--- src/rtl/rf_port_seq_pkg.sv ---
package rf_port_seq_pkg;

  typedef enum logic [1:0] {
    ST_IDLE  = 2'd0,
    ST_READA = 2'd1,
    ST_READB = 2'd2,
    ST_WRITE = 2'd3
  } seqState_t;

  // strobes from control to datapath
  typedef struct packed {
    logic capture;
    logic readA;
    logic readB;
    logic write;
  } seqStrobes_t;

endpackage

--- src/rtl/rf_port_seq_regfile.sv ---
module rf_port_seq_regfile #(
  parameter int NPORTS = 2,
  parameter int AW     = 4,
  parameter int DW     = 16
) (
  input  logic                         clk,
  input  logic                         rstN,
  input  logic [NPORTS-1:0][AW-1:0]    portAddr,
  input  logic [NPORTS-1:0]            portWe,
  input  logic [NPORTS-1:0][DW-1:0]    portWdata,
  output logic [NPORTS-1:0][DW-1:0]    portRdata
);
  localparam int DEPTH = 2 ** AW;

  logic [DW-1:0] mem [DEPTH];

  always_ff @(posedge clk or negedge rstN) begin
    if (!rstN) begin
      for (int i = 0; i < DEPTH; i++) mem[i] <= DW'(i);
    end else begin
      for (int p = 0; p < NPORTS; p++) begin
        if (portWe[p] && (portAddr[p] != '0)) mem[portAddr[p]] <= portWdata[p];
      end
    end
  end

  for (genvar p = 0; p < NPORTS; p++) begin : g_read
    assign portRdata[p] = (portAddr[p] == '0) ? '0 : mem[portAddr[p]];
  end

endmodule

--- src/rtl/rf_port_seq_ctrl.sv ---
module rf_port_seq_ctrl
  import rf_port_seq_pkg::*;
#(
  parameter int NPORTS = 2
) (
  input  logic        clk,
  input  logic        rstN,
  input  logic        reqValid,
  output seqStrobes_t strobes,
  output logic        busy,
  output logic        done
);
  seqState_t state, stateNext;
  logic      accept;

  assign accept = (state == ST_IDLE) && reqValid;

  always_comb begin
    stateNext = state;
    case (state)
      ST_IDLE: if (reqValid) begin
        if (NPORTS >= 3)      stateNext = ST_WRITE;
        else                  stateNext = ST_READA;
      end
      ST_READA: stateNext = (NPORTS == 1) ? ST_READB : ST_WRITE;
      ST_READB: stateNext = ST_WRITE;
      ST_WRITE: stateNext = ST_IDLE;
      default:  stateNext = ST_IDLE;
    endcase
  end

  always_ff @(posedge clk or negedge rstN) begin
    if (!rstN) state <= ST_IDLE;
    else       state <= stateNext;
  end

  always_comb begin
    strobes.capture = accept;
    strobes.readA   = (state == ST_READA) || ((state == ST_WRITE) && (NPORTS >= 3));
    strobes.readB   = (state == ST_READB)
                    || ((state == ST_READA) && (NPORTS == 2))
                    || ((state == ST_WRITE) && (NPORTS >= 3));
    strobes.write   = (state == ST_WRITE);
  end

  assign busy = (state != ST_IDLE);
  assign done = (state == ST_WRITE);

endmodule

--- src/rtl/rf_port_seq_dpath.sv ---
module rf_port_seq_dpath
  import rf_port_seq_pkg::*;
#(
  parameter int NPORTS = 2,
  parameter int AW     = 4,
  parameter int DW     = 16
) (
  input  logic          clk,
  input  logic          rstN,
  input  seqStrobes_t   strobes,
  input  logic [AW-1:0] reqSrcA,
  input  logic [AW-1:0] reqSrcB,
  input  logic [AW-1:0] reqDst,
  output logic [DW-1:0] resultData,
  output logic [AW-1:0] resultDst
);
  localparam int B_PORT = (NPORTS > 1) ? 1 : 0;

  logic [AW-1:0] idxA, idxB, idxDst;
  logic [NPORTS-1:0][AW-1:0] portAddr;
  logic [NPORTS-1:0]         portWe;
  logic [NPORTS-1:0][DW-1:0] portWdata;
  logic [NPORTS-1:0][DW-1:0] portRdata;
  logic [DW-1:0] sum;

  always_ff @(posedge clk or negedge rstN) begin
    if (!rstN) begin
      idxA   <= '0;
      idxB   <= '0;
      idxDst <= '0;
    end else if (strobes.capture) begin
      idxA   <= reqSrcA;
      idxB   <= reqSrcB;
      idxDst <= reqDst;
    end
  end

  for (genvar p = 0; p < NPORTS; p++) begin : g_wdata
    assign portWdata[p] = sum;
  end

  if (NPORTS == 1) begin : g_one
    logic [DW-1:0] opA, opB;
    always_comb begin
      if (strobes.write)      portAddr[0] = idxDst;
      else if (strobes.readB) portAddr[0] = idxB;
      else                    portAddr[0] = idxA;
    end
    assign portWe[0] = strobes.write;
    always_ff @(posedge clk or negedge rstN) begin
      if (!rstN) begin
        opA <= '0;
        opB <= '0;
      end else begin
        if (strobes.readA) opA <= portRdata[0];
        if (strobes.readB) opB <= portRdata[B_PORT];
      end
    end
    assign sum = opA + opB;
  end else if (NPORTS == 2) begin : g_two
    logic [DW-1:0] opA, opB;
    assign portAddr[0] = strobes.write ? idxDst : idxA;
    assign portAddr[1] = idxB;
    assign portWe      = {1'b0, strobes.write};
    always_ff @(posedge clk or negedge rstN) begin
      if (!rstN) begin
        opA <= '0;
        opB <= '0;
      end else begin
        if (strobes.readA) opA <= portRdata[0];
        if (strobes.readB) opB <= portRdata[B_PORT];
      end
    end
    assign sum = opA + opB;
  end else begin : g_three
    // reads and write share one cycle; reads see pre-edge contents
    assign portAddr[0] = idxA;
    assign portAddr[1] = idxB;
    assign portAddr[2] = idxDst;
    assign portWe      = {strobes.write, 2'b00};
    assign sum         = portRdata[0] + portRdata[1];
  end

  rf_port_seq_regfile #(
    .NPORTS (NPORTS),
    .AW     (AW),
    .DW     (DW)
  ) u_regfile (
    .clk       (clk),
    .rstN      (rstN),
    .portAddr  (portAddr),
    .portWe    (portWe),
    .portWdata (portWdata),
    .portRdata (portRdata)
  );

  assign resultData = sum;
  assign resultDst  = idxDst;

endmodule

--- src/rtl/rf_port_seq.sv ---
module rf_port_seq
  import rf_port_seq_pkg::*;
#(
  parameter int NPORTS = 2,
  parameter int AW     = 4,
  parameter int DW     = 16
) (
  input  logic          clk,
  input  logic          rstN,
  input  logic          reqValid,
  input  logic [AW-1:0] reqSrcA,
  input  logic [AW-1:0] reqSrcB,
  input  logic [AW-1:0] reqDst,
  output logic          busy,
  output logic          done,
  output logic [DW-1:0] resultData,
  output logic [AW-1:0] resultDst
);
  seqStrobes_t strobes;

  rf_port_seq_ctrl #(.NPORTS(NPORTS)) u_ctrl (
    .clk      (clk),
    .rstN     (rstN),
    .reqValid (reqValid),
    .strobes  (strobes),
    .busy     (busy),
    .done     (done)
  );

  rf_port_seq_dpath #(.NPORTS(NPORTS), .AW(AW), .DW(DW)) u_dpath (
    .clk        (clk),
    .rstN       (rstN),
    .strobes    (strobes),
    .reqSrcA    (reqSrcA),
    .reqSrcB    (reqSrcB),
    .reqDst     (reqDst),
    .resultData (resultData),
    .resultDst  (resultDst)
  );

endmodule

--- config.mk ---
export PLATFORM = sky130hd
export DESIGN_NAME = rf_port_seq
export DESIGN_NICKNAME = d
export VERILOG_FILES = /design/src/rtl/rf_port_seq_pkg.sv /design/src/rtl/rf_port_seq_regfile.sv /design/src/rtl/rf_port_seq_ctrl.sv /design/src/rtl/rf_port_seq_dpath.sv /design/src/rtl/rf_port_seq.sv
export SDC_FILE = /design/constraint.sdc
export NUM_CORES = 1
export LEC_CHECK = 0
export BUFFER_PORTS_ARGS = -buffer_cell sky130_fd_sc_hd__buf_2
export CAP_MARGIN = 20
export CORE_MARGIN = 2
export CORE_UTILIZATION = 30
export DETAILED_ROUTE_END_ITERATION = 7
export GPL_ROUTABILITY_DRIVEN = 0
export GPL_TIMING_DRIVEN = 0
export PLACE_DENSITY_LB_ADDON = 0.15
export REMOVE_ABC_BUFFERS = 1
export SLEW_MARGIN = 20
export SYNTH_ARGS = -nofsm -noshare
export SYNTH_HDL_FRONTEND = slang
export SYNTH_HIERARCHICAL = 1
export SYNTH_SLANG_ARGS = --single-unit
export TNS_END_PERCENT = 5
--- constraint.sdc ---
create_clock -name clk -period 3.85 [get_ports clk]
set_clock_uncertainty 0.15 [all_clocks]
set_input_delay 0.5775 -clock clk [delete_from_list [all_inputs] [get_ports clk]]
set_output_delay 0.5775 -clock clk [all_outputs]
set_load 0.02 [all_outputs]
==> impl_metrics.csv, run 1 <==
group,metric,value,unit
worst_setup_path,rr_startpoint,"u_ctrl/state[1]",
worst_setup_path,cp-startpoint,"u_dpath/g_two.opA[0]",
synth,yosys_warnings,6,
clock_tree,cts_tree,"yes",
layout,fillers,5844,
synth,postSynthCellCount,1703,
synth,netlist_top_cells_area,"dfrtp_1 (36%), mux2i_1 (17%), mux4_2 (8.9%)",
grt,busiest_layer,"met2",
synth,ys_seq_area_share,40.5,%
status,outcome,"finished, violations left",
grt,grt_max_degree,89,
sta,tns,-0.00364,ns
detailed_routing,drc,0,
synth,synth_top_area_share,35.7,%
sta,period_needed,3.85,ns
sta,tightest_slew,5.79,ns
floorplanning,die_area,61200,sq um
floorplanning,io_pins,37,
sta,final.period_utilization,100,%
flow_run,cap_violations,0,
layout,antennaDiodeCount,0,
place,io_buffer_count,36,
clock_tree,clockBufferDepth,3,
worst_setup_path,reg2regPathDepth,7,
grt,antenna_found_initial,0,
synth,yosysTopAreaCell,"dfrtp_1",
worst_setup_path,rrSetupSlack,0.13,ns
detailed_routing,post_drt_wl_per_cell,24.9,um
clock_tree,cts_root_buf,"clkbuf_16",
grt,met1_usage,29.3,%
worst_setup_path,critPathKind,"flop to output port",
floorplanning,start_util,30.2,%
synth,synth_area_per_cell,10.4,sq um
layout,drive_gt1_share,24.4,%
clock_tree,cts.sinks,286,
grt,grt_pass1_wl,90700,um
layout,syn_to_final_growth,16.8,%
sta,rsz0062_at_grt,"yes",
clock_tree,path_clk_slew,0.06,ns
worst_setup_path,arrival,3.13,ns
detailed_routing,drt-vias-per-instance,5.41,
detailed_routing,drt_first_iter_violations,1211,
sta,finalMaxSlewViolations,462,
detailed_routing,drtAntennaViolNets,0,
grt,grt_use_met3,2.56,%
worst_setup_path,timing.rr.end,"u_dpath/u_regfile/mem[16]",
hold_path,hold_depth,2,
grt,grtUsageMet2,31.4,%
place,hpwl,37400,um
place,dp_cells,2391,
clock_tree,numCtsBuffers,37,
floorplanning,die_h,247,um
synth,async_reset_ff_share,100,%
floorplanning,core,58800,sq um
detailed_routing,dr.pass1.iters,6,
synth,synth_cell_types,58,
sta,setup_viol,2,
layout,final_area,20800,sq um
synth,syn_area,17800,sq um
floorplanning,die_w,247,um
sta,max-slew-margin-rel,-287,%
detailed_routing,vias,13400,
layout,final_common_cell,"mux2i_1",
grt,grt_use_total,20.2,%
status,violations,"max-slew violations, negative setup slack",
synth,synth_ff_type,"dfrtp_1",
detailed_routing,wl,61800,um
floorplanning,placementRows,89,
layout,final_cell_mix,"mux2i_1 (301), dfrtp_1 (250), a21oi_1 (210)",
synth,synth-edff-count,0,
worst_setup_path,worstSetupStartpointType,"flop",
worst_setup_path,cp_max_fo,3,
layout,nets,1714,
place,placed_cell_area,19100,sq um
clock_tree,ctsHtreeMaxLevel,2,
sta,timing.final.ws_setup,-0.00267,ns
hold_path,holdPathEnd,"u_dpath/resultDst[2]",
synth,synth_seq_cells,286,
grt,grt_pass1_vias,13100,
worst_setup_path,critPathRequiredTime,3.12,ns
layout,fin_cells,2479,
grt,grt_remaining_overflow,0,
clock_tree,worstSkewPairLatency,0.57,ns
hold_path,hold_class,"input port to flop",
sta,finalHoldViolCount,0,
hold_path,min-delay-start,"reqDst[2]",
worst_setup_path,cp-end-kind,"output port",
sta,max_freq,260,MHz
[per-layer routing]
metal | share of wire (%) | wire (um) | vias up
met5 | 0 | 0 | -
met4 | 2.8 | 1700 | 0
met1 | 48 | 29500 | 6731
met3 | 5.1 | 3170 | 91
met2 | 44 | 27400 | 422
li1 | - | - | 6155
[kinds of logic (layout without fill, tap and decap cells)]
family	Yosys count	in the layout	share of synthesized area, %
multiplexers	450	450	30.8
AO/OA/AOI/OAI	403	403	12.9
AND/OR/NAND/NOR	360	360	8.94
flip-flops	286	286	40.5
buffers and inverters	168	167	4.65
adder cells (fa/ha/maj)	20	20	1.45
XOR/XNOR	15	16	0.739
other	1	4	0.0211
[worst max-delay path: stages, from the launching register on]
cell      delay [ns]
dfrtp_1         0.39
ha_2            0.21
fa_2            0.35
a21o_4          0.22
a311oi_4        0.45
buf_4           0.19
nor2_2          0.04
a211oi_2        0.32
xnor2_2         0.15
buf_6           0.13
buf_6           0.11
[registers in the layout, indices dropped and copies added (netlist names)]
signal	cells
u_ctrl/state	2
u_dpath/idxB	4
u_dpath/g_two.opA	16
u_dpath/resultDst	4
u_dpath/g_two.opB	16
u_dpath/u_regfile/mem	240
u_dpath/idxA	4
[cell usage after synthesis, types with 3 or more instances]
| master | instances |
|---|---|
| nor2_1 | 194 |
| dfrtp_1 | 254 |
| nor2_2 | 5 |
| nand2b_1 | 6 |
| mux4_2 | 70 |
| nor3b_1 | 3 |
| buf_6 | 8 |
| o211ai_1 | 3 |
| clkbuf_1 | 84 |
| a221o_1 | 15 |
| inv_1 | 6 |
| o21ai_1 | 6 |
| mux2i_1 | 302 |
| buf_2 | 37 |
| a22oi_1 | 30 |
| nor3_1 | 3 |
| ha_1 | 19 |
| dfstp_2 | 32 |
| nand3_2 | 3 |
| xor2_1 | 5 |
| buf_1 | 8 |
| or2_2 | 15 |
| o22ai_1 | 42 |
| mux2_2 | 77 |
| nor2_4 | 4 |
| a21oi_1 | 211 |
| o21ai_0 | 82 |
| xnor2_1 | 10 |
| nor2b_1 | 6 |
| buf_4 | 24 |
| nand2_1 | 98 |
| nand3_1 | 8 |
[final cells by class]
cell class                      instances  area [sq um]  share of cell area [%]
Clock buffer                           59          1170                    5.64
Clock inverter                          7          63.8                   0.307
Inverter                                7          26.3                   0.126
Multi-Input combinational cell       1253         10200                    49.1
Sequential cell                       286          7210                    34.7
Tap cell                              773           967                    4.66
Timing Repair Buffer                   94          1140                    5.48
[worst max-delay path by stage]
| stage | slack [ns] | depth (start not counted) | to |
|---|---|---|---|
| finish | -0.003 | 10 | resultData[14] |
| global route | -0.08 | 9 | resultData[12] |
| CTS | -0.20 | 10 | resultData[10] |
| detailed placement | -0.46 | 7 | u_dpath/u_regfile/mem[117] |
| global placement | -3.89 | 1 | u_dpath/u_regfile/mem[5] |
| floorplan | -0.43 | 6 | resultData[10] |
[timing repair]
| action | in CTS | in global routing |
|---|---|---|
| resized for setup | 22 | 23 |
| endpoints found under the hold margin | 49 | 0 |
| hold buffers | 1 | 0 |
| endpoints found under the setup margin | 197 | 11 |
| cloned | 0 | 1 |
| pin swaps | 9 | 13 |
| setup buffers | 6 | 15 |
[stage by stage]
stage	hold slack (ns)	utilization, %	worst slack (ns)
4_1_cts	0.0668	35.0	-0.196
2_1_floorplan	0.132	-	-0.429
3_5_place_dp	0.345	32.6	-0.458
5_1_grt	0.0794	35.3	-0.0819
6_report	0.105	35.3	-0.00267
3_3_place_gp	0.337	30.9	-3.89
Power of run 1 is left out: the tool's default activity adds up to more than one toggle a clock period on the data nets, which glitch-free logic cannot reach.
==> run 2, diff against run 1 <==
--- a/config.mk
+++ b/config.mk
@@ -17,6 +17,5 @@
 export SLEW_MARGIN = 20
 export SYNTH_ARGS = -nofsm -noshare
 export SYNTH_HDL_FRONTEND = slang
-export SYNTH_HIERARCHICAL = 1
 export SYNTH_SLANG_ARGS = --single-unit
 export TNS_END_PERCENT = 5
==> run 2 against run 1 <==
Compared with the run above:
- the flow now finishes without violations
- design area decreased by 8.8%
- flip-flop and latch count is 16 higher
- fmax grew 3.5%
- synthesized cell count is 5.2% lower
- register-to-register slack improved by 0.38 ns
- non-clock buffer count grew 7
==> impl_metrics.csv, run 2 <==
group,metric,value,unit
status,outcome,"completed",
power,powerDensity,1070,nW/um^2
power,pwr-share-comb,53.0,%
worst_setup_path,crit_path_cell_trace,"ha_2 -> a21o_1 -> a21oi_1 -> nor3b_1 -> o31ai_1 -> a31oi_2 -> xnor2_4 -> buf_12 -> inv_1 -> buf_2",
worst_setup_path,worstSetupStartpointType,"flop",
synth,synth_seq_cells,302,
grt,grtUsageMet2,31.8,%
sta,holdWs,0.114,ns
synth,synth_cell_types,47,
power,p_leak,8.11,nW
clock_tree,ctsHtreeMaxLevel,2,
place,io_buffer_count,36,
worst_setup_path,critPathKind,"flop to output port",
power,switching_power,8.81,mW
grt,grt_pass1_wl,76000,um
floorplanning,die_area,54300,sq um
sta,max_freq,269,MHz
synth,synth_commonest_cells,"nand2_1 (423), dfrtp_1 (270), o21ai_0 (202)",
synth,yosysMostFrequentCell,"nand2_1",
place,dp_slack,0.0881,ns
grt,grt_pass1_vias,11900,
sta,timing.final.ws_setup,0.127,ns
worst_setup_path,cp-startpoint,"u_dpath.g_two.opB[12]",
layout,multi_input_area,7700,sq um
sta,max-slew-margin-rel,31.1,%
layout,reg_top3,"u_dpath.u_regfile.mem x256, u_dpath.g_two.opA x16, u_dpath.g_two.opB x16",
detailed_routing,wl,49300,um
detailed_routing,drt-vias-per-instance,5.05,
clock_tree,cts_tree,"yes",
clock_tree,numCtsBuffers,37,
synth,yosys_warnings,0,
layout,antennaDiodeCount,0,
layout,nets,1641,
synth,synth_ff_type,"dfrtp_1",
layout,final_common_cell,"nand2_1",
grt,grt_use_total,18.8,%
floorplanning,placementRows,83,
power,p_sw_share,43.6,%
worst_setup_path,cp_max_fo,12,
floorplanning,die_h,233,um
detailed_routing,drt_first_iter_violations,737,
floorplanning,die_w,233,um
worst_setup_path,critPathRequiredTime,3.12,ns
place,dp_cells,2229,
detailed_routing,dr.pass1.iters,5,
worst_setup_path,rrSetupSlack,0.51,ns
synth,synth-edff-count,0,
sta,final.period_utilization,96.7,%
grt,grt_max_degree,81,
clock_tree,worstSkewPairLatency,0.56,ns
layout,top_register,"u_dpath.u_regfile.mem",
layout,largest_reg_flops,256,
power,share_seq_of_total_power,29.1,%
layout,fin_cells,2314,
worst_setup_path,rr_startpoint,"u_ctrl.state[0]",
sta,setup_viol,0,
clock_tree,cts.sinks,302,
power,clkPwrFrac,17.9,%
floorplanning,core,51600,sq um
sta,rsz0062_at_grt,"yes",
layout,drive_gt1_share,24.2,%
hold_path,hold_class,"input port to flop",
grt,grt_use_met3,2.54,%
worst_setup_path,cp-endpoint,"resultData[15]",
synth,ys_seq_area_share,48.3,%
synth,netlist_top_cells_area,"dfrtp_1 (43%), mux4_2 (12%), nand2_1 (10%)",
sta,tightest_slew,1.03,ns
worst_setup_path,slowest_stage,"a31oi_2",
synth,async_reset_ff_share,100,%
synth,postSynthCellCount,1615,
clock_tree,clockBufferDepth,3,
detailed_routing,drc,0,
layout,fillers,5066,
synth,yosysTopAreaCell,"dfrtp_1",
grt,antenna_found_initial,0,
floorplanning,io_pins,37,
power,irDropWorstVdd,664,uV
worst_setup_path,cp-end-kind,"output port",
synth,synth_area_per_cell,9.74,sq um
floorplanning,start_util,30.5,%
detailed_routing,drtAntennaViolNets,0,
layout,ff_latch_area,7610,sq um
detailed_routing,post_drt_wl_per_cell,21.3,um
power,intPower,11.4,mW
flow_run,cap_violations,0,
place,hpwl,33200,um
worst_setup_path,arrival,3.00,ns
sta,finalHoldViolCount,0,
sta,tns,0,ns
clock_tree,cts_root_buf,"clkbuf_16",
worst_setup_path,timing.rr.end,"u_dpath.g_two.opA[14]",
sta,finalMaxSlewViolations,0,
grt,busiest_layer,"met2",
sta,period_needed,3.72,ns
grt,met1_usage,24.9,%
detailed_routing,vias,11700,
worst_setup_path,cpPeakStageDelay,0.41,ns
worst_setup_path,reg2regPathDepth,5,
clock_tree,path_clk_slew,0.06,ns
grt,grt_remaining_overflow,0,
layout,final_cell_mix,"nand2_1 (418), dfrtp_1 (266), o21ai_0 (201)",
synth,syn_area,15700,sq um
synth,synth_top_area_share,43.0,%
layout,syn_to_final_growth,20.5,%
run 2: how the worst min path moves through the flow:
stage / startpoint / to / slack [ns] / cells after the start
after floorplan: rstN / u_ctrl.state[0] / 0.13 / 0
after global placement: u_dpath.u_regfile.mem[241] / u_dpath.u_regfile.mem[241] / 0.21 / 0
after detailed placement: u_dpath.u_regfile.mem[246] / u_dpath.u_regfile.mem[246] / 0.21 / 0
after CTS: reqSrcB[0] / u_dpath.idxB[0] / 0.09 / 2
after global routing: reqSrcB[1] / u_dpath.idxB[1] / 0.1 / 2
final: reqSrcB[1] / u_dpath.idxB[1] / 0.11 / 2
run 2: power groups by stage:
stage / Combinational, mW / Clock, mW / Sequential [mW]
floorplan: 6.12 / 0 / 5.62
global placement: 8.56 / 0 / 6.12
detailed placement: 10.3 / 0 / 5.90
CTS: 10.5 / 3.71 / 5.86
global route: 11.8 / 3.86 / 6.07
finish: 10.7 / 3.62 / 5.88
run 2: repair_timing:
item | in CTS | in global routing
gates cloned | 0 | 0
hold buffers | 1 | 0
endpoints found under the hold margin | 37 | 0
pin swaps | 0 | 4
endpoints found under the setup margin | 10 | 10
buffers inserted | 2 | 15
gates resized for setup | 11 | 9
run 2: layout make-up:
cell class / instances / area share [%]
Clock inverter: 11 / 0.720
Clock buffer: 56 / 5.91
Tap cell: 680 / 4.49
Multi-Input combinational cell: 1111 / 40.6
Timing Repair Buffer: 101 / 7.04
Inverter: 53 / 1.05
Sequential cell: 302 / 40.1
run 2: per-layer routing:
metal	wire length (um)	vias up
li1	-	5581
met3	1730	76
met2	24000	211
met5	0	-
met4	1200	0
met1	22300	5827
run 2: critical path: cells and delay by family (launching register included):
family | cells | cell delay [ns]
fa+ha+maj | 1 | 0.38
xor+xnor | 1 | 0.17
flops | 1 | 0.39
buf+inv | 3 | 0.35
compound gates | 4 | 0.94
simple gates | 1 | 0.21
run 2: cells by family after synthesis:
group,share of synthesized area (%)
simple gates,15.5
xor+xnor,0.780
buf+inv,5.07
flops,48.3
compound gates,11.3
mux,17.5
fa+ha+maj,1.64
run 2: stage by stage:
| step | power [mW] | util, % | instance area [sq um] |
|---|---|---|---|
| final | 20.2 | 36.7 | 19000 |
| after CTS | 20.1 | 36.3 | 18800 |
| after detailed placement | 16.2 | 33.7 | 17400 |
| after global routing | 21.7 | 36.7 | 19000 |
| after global placement | 14.7 | 31.3 | 16200 |
| after floorplan | 11.7 | - | 15100 |
(Power assumes the default switching activity.)
